## src/rtl/mp_regfile_tm_pkg.sv

```systemverilog
package mp_regfile_tm_pkg;

  // widest write-port selector carried in the strobe struct
  localparam int SEL_W = 4;

  typedef struct packed {
    logic             latch;  // capture the request on this edge
    logic             rdEn;   // read every bank on this edge
    logic             wrEn;   // write step active on this edge
    logic [SEL_W-1:0] wrSel;  // which write port this step serves
    logic             done;   // last host cycle of the target cycle
  } ctlT;

endpackage

```

## src/rtl/mp_regfile_tm_ctl.sv

```systemverilog
module mp_regfile_tm_ctl
  import mp_regfile_tm_pkg::*;
#(
  parameter int NUM_WR = 2
) (
  input  logic clk,
  input  logic rstN,
  input  logic start,
  output ctlT  ctl
);

  localparam int HOST_CYC = NUM_WR + 1;
  localparam int PH_W     = $clog2(HOST_CYC);
  localparam logic [PH_W-1:0] LAST = PH_W'(HOST_CYC - 1);

  logic            active;
  logic [PH_W-1:0] phase;
  logic            accept;

  assign accept = start && (!active || phase == LAST);

  always_ff @(posedge clk) begin
    if (!rstN) begin
      active <= 1'b0;
      phase  <= '0;
    end else if (accept) begin
      active <= 1'b1;
      phase  <= '0;
    end else if (active) begin
      if (phase == LAST) begin
        active <= 1'b0;
        phase  <= '0;
      end else begin
        phase <= phase + 1'b1;
      end
    end
  end

  always_comb begin
    ctl.latch = accept;
    ctl.rdEn  = active && (phase == '0);
    ctl.wrEn  = active && (phase != '0);
    ctl.wrSel = SEL_W'(phase) - SEL_W'(1);
    ctl.done  = active && (phase == LAST);
  end

  AST_READ_FOLLOWS_LATCH: assert property (@(posedge clk) disable iff (!rstN)
    ctl.latch |=> ctl.rdEn);

  AST_DONE_SINGLE: assert property (@(posedge clk) disable iff (!rstN)
    ctl.done |=> !ctl.done);

  AST_BUSY_START_IGNORED: assert property (@(posedge clk) disable iff (!rstN)
    (start && active && phase != LAST) |=> (phase != '0));

endmodule

```

## src/rtl/mp_regfile_tm_dp.sv

```systemverilog
module mp_regfile_tm_dp
  import mp_regfile_tm_pkg::*;
#(
  parameter int NUM_RD = 3,
  parameter int NUM_WR = 2,
  parameter int ADDR_W = 5,
  parameter int DATA_W = 32
) (
  input  logic                          clk,
  input  logic                          rstN,
  input  ctlT                           ctl,
  input  logic [NUM_RD-1:0][ADDR_W-1:0] rdAddr,
  input  logic [NUM_WR-1:0]             wrEn,
  input  logic [NUM_WR-1:0][ADDR_W-1:0] wrAddr,
  input  logic [NUM_WR-1:0][DATA_W-1:0] wrData,
  output logic [NUM_RD-1:0][DATA_W-1:0] rdData
);

  localparam int DEPTH = 1 << ADDR_W;
  localparam int WI_W  = (NUM_WR > 1) ? $clog2(NUM_WR) : 1;

  logic [NUM_RD-1:0][ADDR_W-1:0] rdAddrQ;
  logic [NUM_WR-1:0]             wrEnQ;
  logic [NUM_WR-1:0][ADDR_W-1:0] wrAddrQ;
  logic [NUM_WR-1:0][DATA_W-1:0] wrDataQ;

  logic [WI_W-1:0]   wrIdx;
  logic              wrGo;
  logic [ADDR_W-1:0] wrAddrSel;
  logic [DATA_W-1:0] wrDataSel;

  // request capture at the accepting edge only
  always_ff @(posedge clk) begin
    if (!rstN) begin
      rdAddrQ <= '0;
      wrEnQ   <= '0;
      wrAddrQ <= '0;
      wrDataQ <= '0;
    end else if (ctl.latch) begin
      rdAddrQ <= rdAddr;
      wrEnQ   <= wrEn;
      wrAddrQ <= wrAddr;
      wrDataQ <= wrData;
    end
  end

  assign wrIdx     = ctl.wrSel[WI_W-1:0];
  assign wrGo      = ctl.wrEn && wrEnQ[wrIdx];
  assign wrAddrSel = wrAddrQ[wrIdx];
  assign wrDataSel = wrDataQ[wrIdx];

  // one replicated one-read/one-write bank per read port
  for (genvar g = 0; g < NUM_RD; g++) begin : gBank
    logic [DATA_W-1:0] bank [DEPTH];

    always_ff @(posedge clk) begin
      if (wrGo) bank[wrAddrSel] <= wrDataSel;
    end

    always_ff @(posedge clk) begin
      if (!rstN)         rdData[g] <= '0;
      else if (ctl.rdEn) rdData[g] <= bank[rdAddrQ[g]];
    end
  end

  AST_RD_HOLD: assert property (@(posedge clk) disable iff (!rstN)
    !ctl.rdEn |=> $stable(rdData));

  AST_READ_BEFORE_WRITE: assert property (@(posedge clk) disable iff (!rstN)
    ctl.rdEn |-> !ctl.wrEn);

endmodule

```

## src/rtl/mp_regfile_tm.sv

```systemverilog
module mp_regfile_tm
  import mp_regfile_tm_pkg::*;
#(
  parameter int NUM_RD = 3,
  parameter int NUM_WR = 2,
  parameter int ADDR_W = 5,
  parameter int DATA_W = 32
) (
  input  logic                          clk,
  input  logic                          rstN,
  input  logic                          start,
  input  logic [NUM_RD-1:0][ADDR_W-1:0] rdAddr,
  input  logic [NUM_WR-1:0]             wrEn,
  input  logic [NUM_WR-1:0][ADDR_W-1:0] wrAddr,
  input  logic [NUM_WR-1:0][DATA_W-1:0] wrData,
  output logic [NUM_RD-1:0][DATA_W-1:0] rdData,
  output logic                          done
);

  ctlT ctl;

  mp_regfile_tm_ctl #(.NUM_WR(NUM_WR)) uCtl (
    .clk   (clk),
    .rstN  (rstN),
    .start (start),
    .ctl   (ctl)
  );

  mp_regfile_tm_dp #(
    .NUM_RD (NUM_RD),
    .NUM_WR (NUM_WR),
    .ADDR_W (ADDR_W),
    .DATA_W (DATA_W)
  ) uDp (
    .clk    (clk),
    .rstN   (rstN),
    .ctl    (ctl),
    .rdAddr (rdAddr),
    .wrEn   (wrEn),
    .wrAddr (wrAddr),
    .wrData (wrData),
    .rdData (rdData)
  );

  assign done = ctl.done;

endmodule

```

## config.mk

```make
export PLATFORM = sky130hd
export DESIGN_NAME = mp_regfile_tm
export DESIGN_NICKNAME = d
export VERILOG_FILES = /design/src/rtl/mp_regfile_tm_pkg.sv /design/src/rtl/mp_regfile_tm_ctl.sv /design/src/rtl/mp_regfile_tm_dp.sv /design/src/rtl/mp_regfile_tm.sv
export SDC_FILE = /design/constraint.sdc
export NUM_CORES = 2
export LEC_CHECK = 0
export BUFFER_PORTS_ARGS = -buffer_cell sky130_fd_sc_hd__buf_2
export CAP_MARGIN = 0
export CORE_ASPECT_RATIO = 0.8
export CORE_UTILIZATION = 35
export CTS_CLUSTER_DIAMETER = 60
export DETAILED_ROUTE_END_ITERATION = 10
export PLACE_DENSITY = 0.57
export REMOVE_ABC_BUFFERS = 1
export SETUP_SLACK_MARGIN = 0.2
export SLEW_MARGIN = 20
export SYNTH_ARGS = -nofsm -noshare
export SYNTH_HDL_FRONTEND = slang
export SYNTH_SLANG_ARGS = --single-unit
```

## constraint.sdc

```tcl
create_clock -name clk -period 4 [get_ports clk]
set_input_delay 0.2 -clock clk [delete_from_list [all_inputs] [get_ports clk]]
set_output_delay 0.2 -clock clk [all_outputs]
set_load 0.01 [all_outputs]
```

* After elaboration in Yosys (flattened, before gate mapping)
Memories as Yosys holds them, arrays and structs flattened. A register that Yosys moved wholly into a read port is not among the register bits.
Index checks and enable logic that the tools add are counted.
** Word-level totals
- Register bits :: 94
- Memory bits (writable) :: 3072
- Bits of input ports :: 94
- Output and inout bits :: 97
- Word-level logic and storage cells :: 43
- Memories :: 3
** Operators by class
- Add/sub/neg operators :: 2
- $lt $le $gt $ge :: 1
- Eq/ne operators :: 1
- Multiplexer cells :: 12
- Bitwise operators :: 1
- Reductions and logical operators :: 13
** Memories
- uDp.gBank[0].bank :: words 32, width 32, rd ports 1, clocked after Yosys merged registers in 1, write ports 1, line mp_regfile_tm_dp.sv:54 : logic [DATA_W-1:0] bank [DEPTH];
- uDp.gBank[1].bank :: words 32, width 32, rd ports 1, clocked after Yosys merged registers in 1, write ports 1, line mp_regfile_tm_dp.sv:54
- uDp.gBank[2].bank :: words 32, width 32, rd ports 1, clocked after Yosys merged registers in 1, write ports 1, line mp_regfile_tm_dp.sv:54
** Operators with widths (number)
- $mux 32 :: 2
- $mux 5 :: 2
- $mux 1 :: 7
- $logic_and 1x1->1 :: 5
- $logic_not 1->1 :: 4
- $add 2x1->2 const B :: 1
- $eq 2x2->1 const B :: 1
- $logic_not 2->1 :: 1
- $lt 1x2->1 const B :: 1
- $mux 2 :: 1
- $reduce_bool 2->1 :: 1
- $reduce_or 2->1 :: 1
- $logic_or 1x1->1 :: 1
- $not 1->1 :: 1
- $sub 1x1->1 const B :: 1

* Longest topological paths before layout
- Depth after elaboration :: 6
- Mapped depth :: 8
- Depth with buffers taken out :: 5

* Cells and area by module
Synthesis repeated with hierarchy kept, for this count alone.
** Second synthesis, totals
- Cells, all modules :: 4950
- Area, all modules :: 64264.1 µm²
** By module, submodules not included
- mp_regfile_tm_dp :: instances 1, cells each 4926, area an instance 64061.4 µm², sequential area each 34493.1 µm²
- mp_regfile_tm_ctl :: instances 1, cells each 24, area an instance 202.7 µm², sequential area each 60.1 µm²

* Worst setup path after synthesis
OpenSTA, ideal clock, no wires.
- Path type :: reg-to-reg
- From :: register uCtl.phase[0]
- To :: memory uDp.gBank[1].bank[7][0] (enable)
- Library setup time :: 0.421 ns
- Arrival time :: 2.858 ns
- Data required time :: 3.579 ns
- Slack :: 0.721 ns
- Cell stages (with the launch flop) :: 8
- Path buffers :: 3
- Period minus slack after synthesis :: 3.279 ns
- Cells stage by stage :: dfxtp_1 > clkbuf_1 > clkbuf_1 > buf_1 > nand3_1 > o21ai_0 > nand2_1 > nor2_1
** Between the ends
- Longest elaborated chain between the ends :: 6
- Elaborated cells on any way between the ends :: 10
- Those cells by class :: add/sub (1); mux (6); reduce/logical (3)
** Ends and longest elaborated chain
- start, declared :: line mp_regfile_tm_ctl.sv:17 : logic [PH_W-1:0] phase;
- start signal, assigned :: line mp_regfile_tm_ctl.sv:34 : phase <= phase + 1'b1;
- $sub 1x1->1 :: line mp_regfile_tm_ctl.sv:43 : ctl.wrSel = SEL_W'(phase) - SEL_W'(1);
- $mux 1 (not written as such) (2 in series) :: line mp_regfile_tm_dp.sv:48 : assign wrGo = ctl.wrEn && wrEnQ[wrIdx];
- $logic_and 1x1->1 :: line mp_regfile_tm_dp.sv:48
- $mux 1 :: line mp_regfile_tm_dp.sv:57 : if (wrGo) bank[wrAddrSel] <= wrDataSel;
- $mux 1 (not written as such) :: line mp_regfile_tm_dp.sv:57
- end, declared :: line mp_regfile_tm_dp.sv:54
Parallel ways exist; a longest one is shown, timed or not. The select of a mux whose other input is x is not followed.

* Final worst setup path
- From :: register uCtl.phase[0]
- To :: memory uDp.gBank[2].bank[11][18] (enable)
** Between the ends
- Longest elaborated chain between the ends :: 6
- Elaborated cells on any way between the ends :: 10
- Those cells by class :: add/sub (1); mux (6); reduce/logical (3)
** Ends and longest elaborated chain (line)
- $sub 1x1->1 :: mp_regfile_tm_ctl.sv:43
- $mux 1 (not written as such) (2 in series) :: mp_regfile_tm_dp.sv:48
- $logic_and 1x1->1 :: mp_regfile_tm_dp.sv:48
- $mux 1 :: mp_regfile_tm_dp.sv:57
- $mux 1 (not written as such) :: mp_regfile_tm_dp.sv:57
- end, declared :: mp_regfile_tm_dp.sv:54
Parallel ways exist; a longest one is shown, timed or not. The select of a mux whose other input is x is not followed.

==> flow_summary.json <==
{
  "outcome": "completed",
  "reg2reg_slack_ns": 0.74,
  "period_share_pct": 81.4,
  "clk_latency_ns": 0.80,
  "cpMostUsedCell": "nand2_1",
  "vias": 47608,
  "clockBufferDepth": 3,
  "critPathLaunch": "uCtl.phase[0]",
  "fp.dieW_microns": 481,
  "port_buffers": 190,
  "yosys.area_share.adder_pct": 0,
  "reg2reg_to": "uDp.gBank[2].bank[11][18]",
  "fmax_ghz": 0.307,
  "post_cts_resized": 0,
  "final.setup.tns_ns": 0,
  "cts_setup_buffers": 0,
  "cpMaxStageDelayCell": "dfxtp_4",
  "grt_max_degree": 121,
  "hold_viol_final": 0,
  "first_global_vias": 47131,
  "critPathKind": "reg -> reg",
  "drive_gt1_share_pct": 12.6,
  "min_from": "wrData[20]",
  "max_stage_delay_ns": 0.87,
  "vdd_drop_max_mv": 0.330,
  "numCtsBuffers": 143,
  "crit_path_end_kind": "register",
  "synthArstFlopShare_pct": 0,
  "r2r-start": "uCtl.phase[0]",
  "synthMuxAreaShare_pct": 24.6,
  "cp.arrival_ns": 3.64,
  "leakagePower_nw": 22.1,
  "gp_congestion": 0.845,
  "syn_avg_cell_area_sq_um": 12.7,
  "num-fill-cells": 16818,
  "clk_pin_slew_worst_paths_ns": 0.06,
  "io_pins": 191,
  "synth_top_family_by_area": "multiplexers",
  "seq_area_frac_synth_pct": 53.9,
  "first_pass_iters": 6,
  "start_kind": "register",
  "drc": 0,
  "die_h_microns": 385,
  "ctsRootBufferMaster": "clkbuf_16",
  "setup_viol": 0,
  "dp_hpwl_microns": 140000,
  "final_util_pct": 40.6,
  "slew_viol_final": 0,
  "rsz0062_at_grt": "false",
  "num-nets-final": 5308,
  "synth_compound_area_share_pct": 14.6,
  "synth_top_cells_by_count": "mux2i_1, edfxtp_1, a22oi_1, a21oi_1, clkbuf_1",
  "synth_top_cell_area_share_pct": 47.9,
  "ant_nets": 0,
  "grt_overflow": 0,
  "path_max_fanout": 40,
  "worst_pin_slew_ns": 1.08,
  "h-tree-depth": 4,
  "grt.total_usage_pct": 25.5,
  "drt_iter0_drc": 6025,
  "antenna_found_initial": 5,
  "yosysTopAreaCell": "edfxtp_1",
  "synth_cells": 5045,
  "relSlewSlack_pct": 28.0,
  "synth_xor_xnor_area_share_pct": 0,
  "synth_ff_type": "edfxtp_1",
  "yosys.area_share.simple_pct": 2.85,
  "wl_per_cell_microns": 31.3,
  "wl_microns": 243000,
  "grt_pass1_wl_microns": 342000,
  "dp_cells": 7384,
  "dieArea_sq_um": 185000,
  "period_needed_ns": 3.26,
  "area_growth_pct": 15.1,
  "syn_area_sq_um": 64100,
  "cts_sinks": 1214,
  "cts_tree": "built",
  "synth.distinct_cells": 28,
  "core_sq_um": 182000,
  "yosysWarnings": 0,
  "initial_core_util_pct": 35.2,
  "row_count": 140,
  "synth-seq-cells": 1214,
  "cp_cell_sequence": "nand2_1 > o21ai_0 > and2_1 > nand2_1 > nor2_4 > buf_4",
  "whs_endpoint": "uDp.wrDataQ[20]",
  "powerDensity_nw_per_um2": 414,
  "synthTopCellsByArea": "edfxtp_1, mux2i_1, a22oi_1",
  "fin_cells": 7747,
  "avgViaCountPerCell": 6.15,
  "synth_edf_count": 1024,
  "reg2reg_depth": 6,
  "cp_data_required_time_ns": 4.39,
  "fin_worst_skew_ns": 0.0465,
  "synth.most_common_cell": "mux2i_1",
  "drv_cap": 0,
  "holdPathStages": 4,
  "hold_path.class": "in -> reg"
}
## state kept, by name, summed over array words and instances, names as in the netlist
name            count
uDp.gBank.bank   1024
uDp.rdData         96
uDp.wrDataQ        64
uDp.rdAddrQ        15
uDp.wrAddrQ        10
uCtl.phase          2
uDp.wrEnQ           2
uCtl.active         1
## cell usage in the layout, fill, tap and decap left out, drive strengths merged
cell type,Yosys,final
diode,0,1
edfxtp,1024,1024
and3b,2,2
nand2,198,198
dlygate4sd3,0,99
nor2b,7,7
a21oi,481,481
bufinv,0,11
and2,7,7
a22oi,768,768
mux2,34,34
nand3,3,3
o21ai,103,103
clkbuf,256,193
mux2i,1539,1539
clkinv,0,44
a21boi,92,92
inv,2,12
nand2b,6,6
or4,96,96
nor2,38,38
or2,3,3
dfxtp,190,190
nor3,1,1
nor3b,5,5
clkinvlp,0,5
buf,190,371
## where the power goes
part           internal [W]  total, W  switching, W
clock network       0.00759    0.0131       0.00552
registers            0.0139    0.0141      0.000142
logic               0.00118   0.00339       0.00221
total                0.0227    0.0306       0.00788
## area by class of cell
type	count	area, sq um	share of cell area (%)
antenna	1	2.50	0.00339
clock buffer	193	3890	5.27
clock inverter	70	754	1.02
inverter	2	7.51	0.0102
multi-input combinational	3383	27400	37.1
sequential	1214	34600	46.8
tap	2414	3020	4.09
timing repair buffer	470	4230	5.73
## worst max-delay path: cells and delay by family (launching register included)
family          cells  cell delay, ns
compound gates      1            0.11
flops               1            0.87
simple gates        4            1.20
buf+inv             1            0.58
## cells by family after synthesis
family | count (synthesis)
multiplexers | 1573
AND/OR/NAND/NOR | 366
AO/OA/AOI/OAI | 1444
buffers and inverters | 448
flip-flops | 1214
## worst max path at each step
stage                                      to  slack [ns]  depth (start not counted)
global route                  uDp.wrDataQ[12]        0.52                          6
floorplan                      uDp.rdData[30]      -14.49                          5
finish              uDp.gBank[2].bank[11][18]        0.74                          6
CTS                           uDp.wrDataQ[44]        0.67                          6
global placement    uDp.gBank[2].bank[11][11]        0.86                          6
detailed placement  uDp.gBank[2].bank[11][11]        0.84                          6
## stage by stage
step           cell area [sq um]  setup slack (ns)  power, W  hold slack [ns]
2_1_floorplan              61600            -14.49    0.0178            0.322
3_3_place_gp               68200             0.860    0.0176            0.450
3_5_place_dp               68200             0.838    0.0176            0.455
4_1_cts                    73800             0.667    0.0307            0.147
5_1_grt                    73800             0.522    0.0314            0.183
6_report                   73900             0.744    0.0306            0.189
## repair_timing
item                                   4_1_cts  5_1_grt
setup endpoints to repair                    0        0
hold buffers                                99        0
endpoints found under the hold margin      108        0
## layer usage
layer  wire [microns]  track usage [%]  vias to the layer above
li1                 -                -                    20362
met3            21200             5.67                      581
met1           103000             34.5                    24056
met5               48                0                        -
met2           108000             39.5                     2605
met4            10200             10.4                        4
Note: power is estimated with default switching activity, not from simulation.
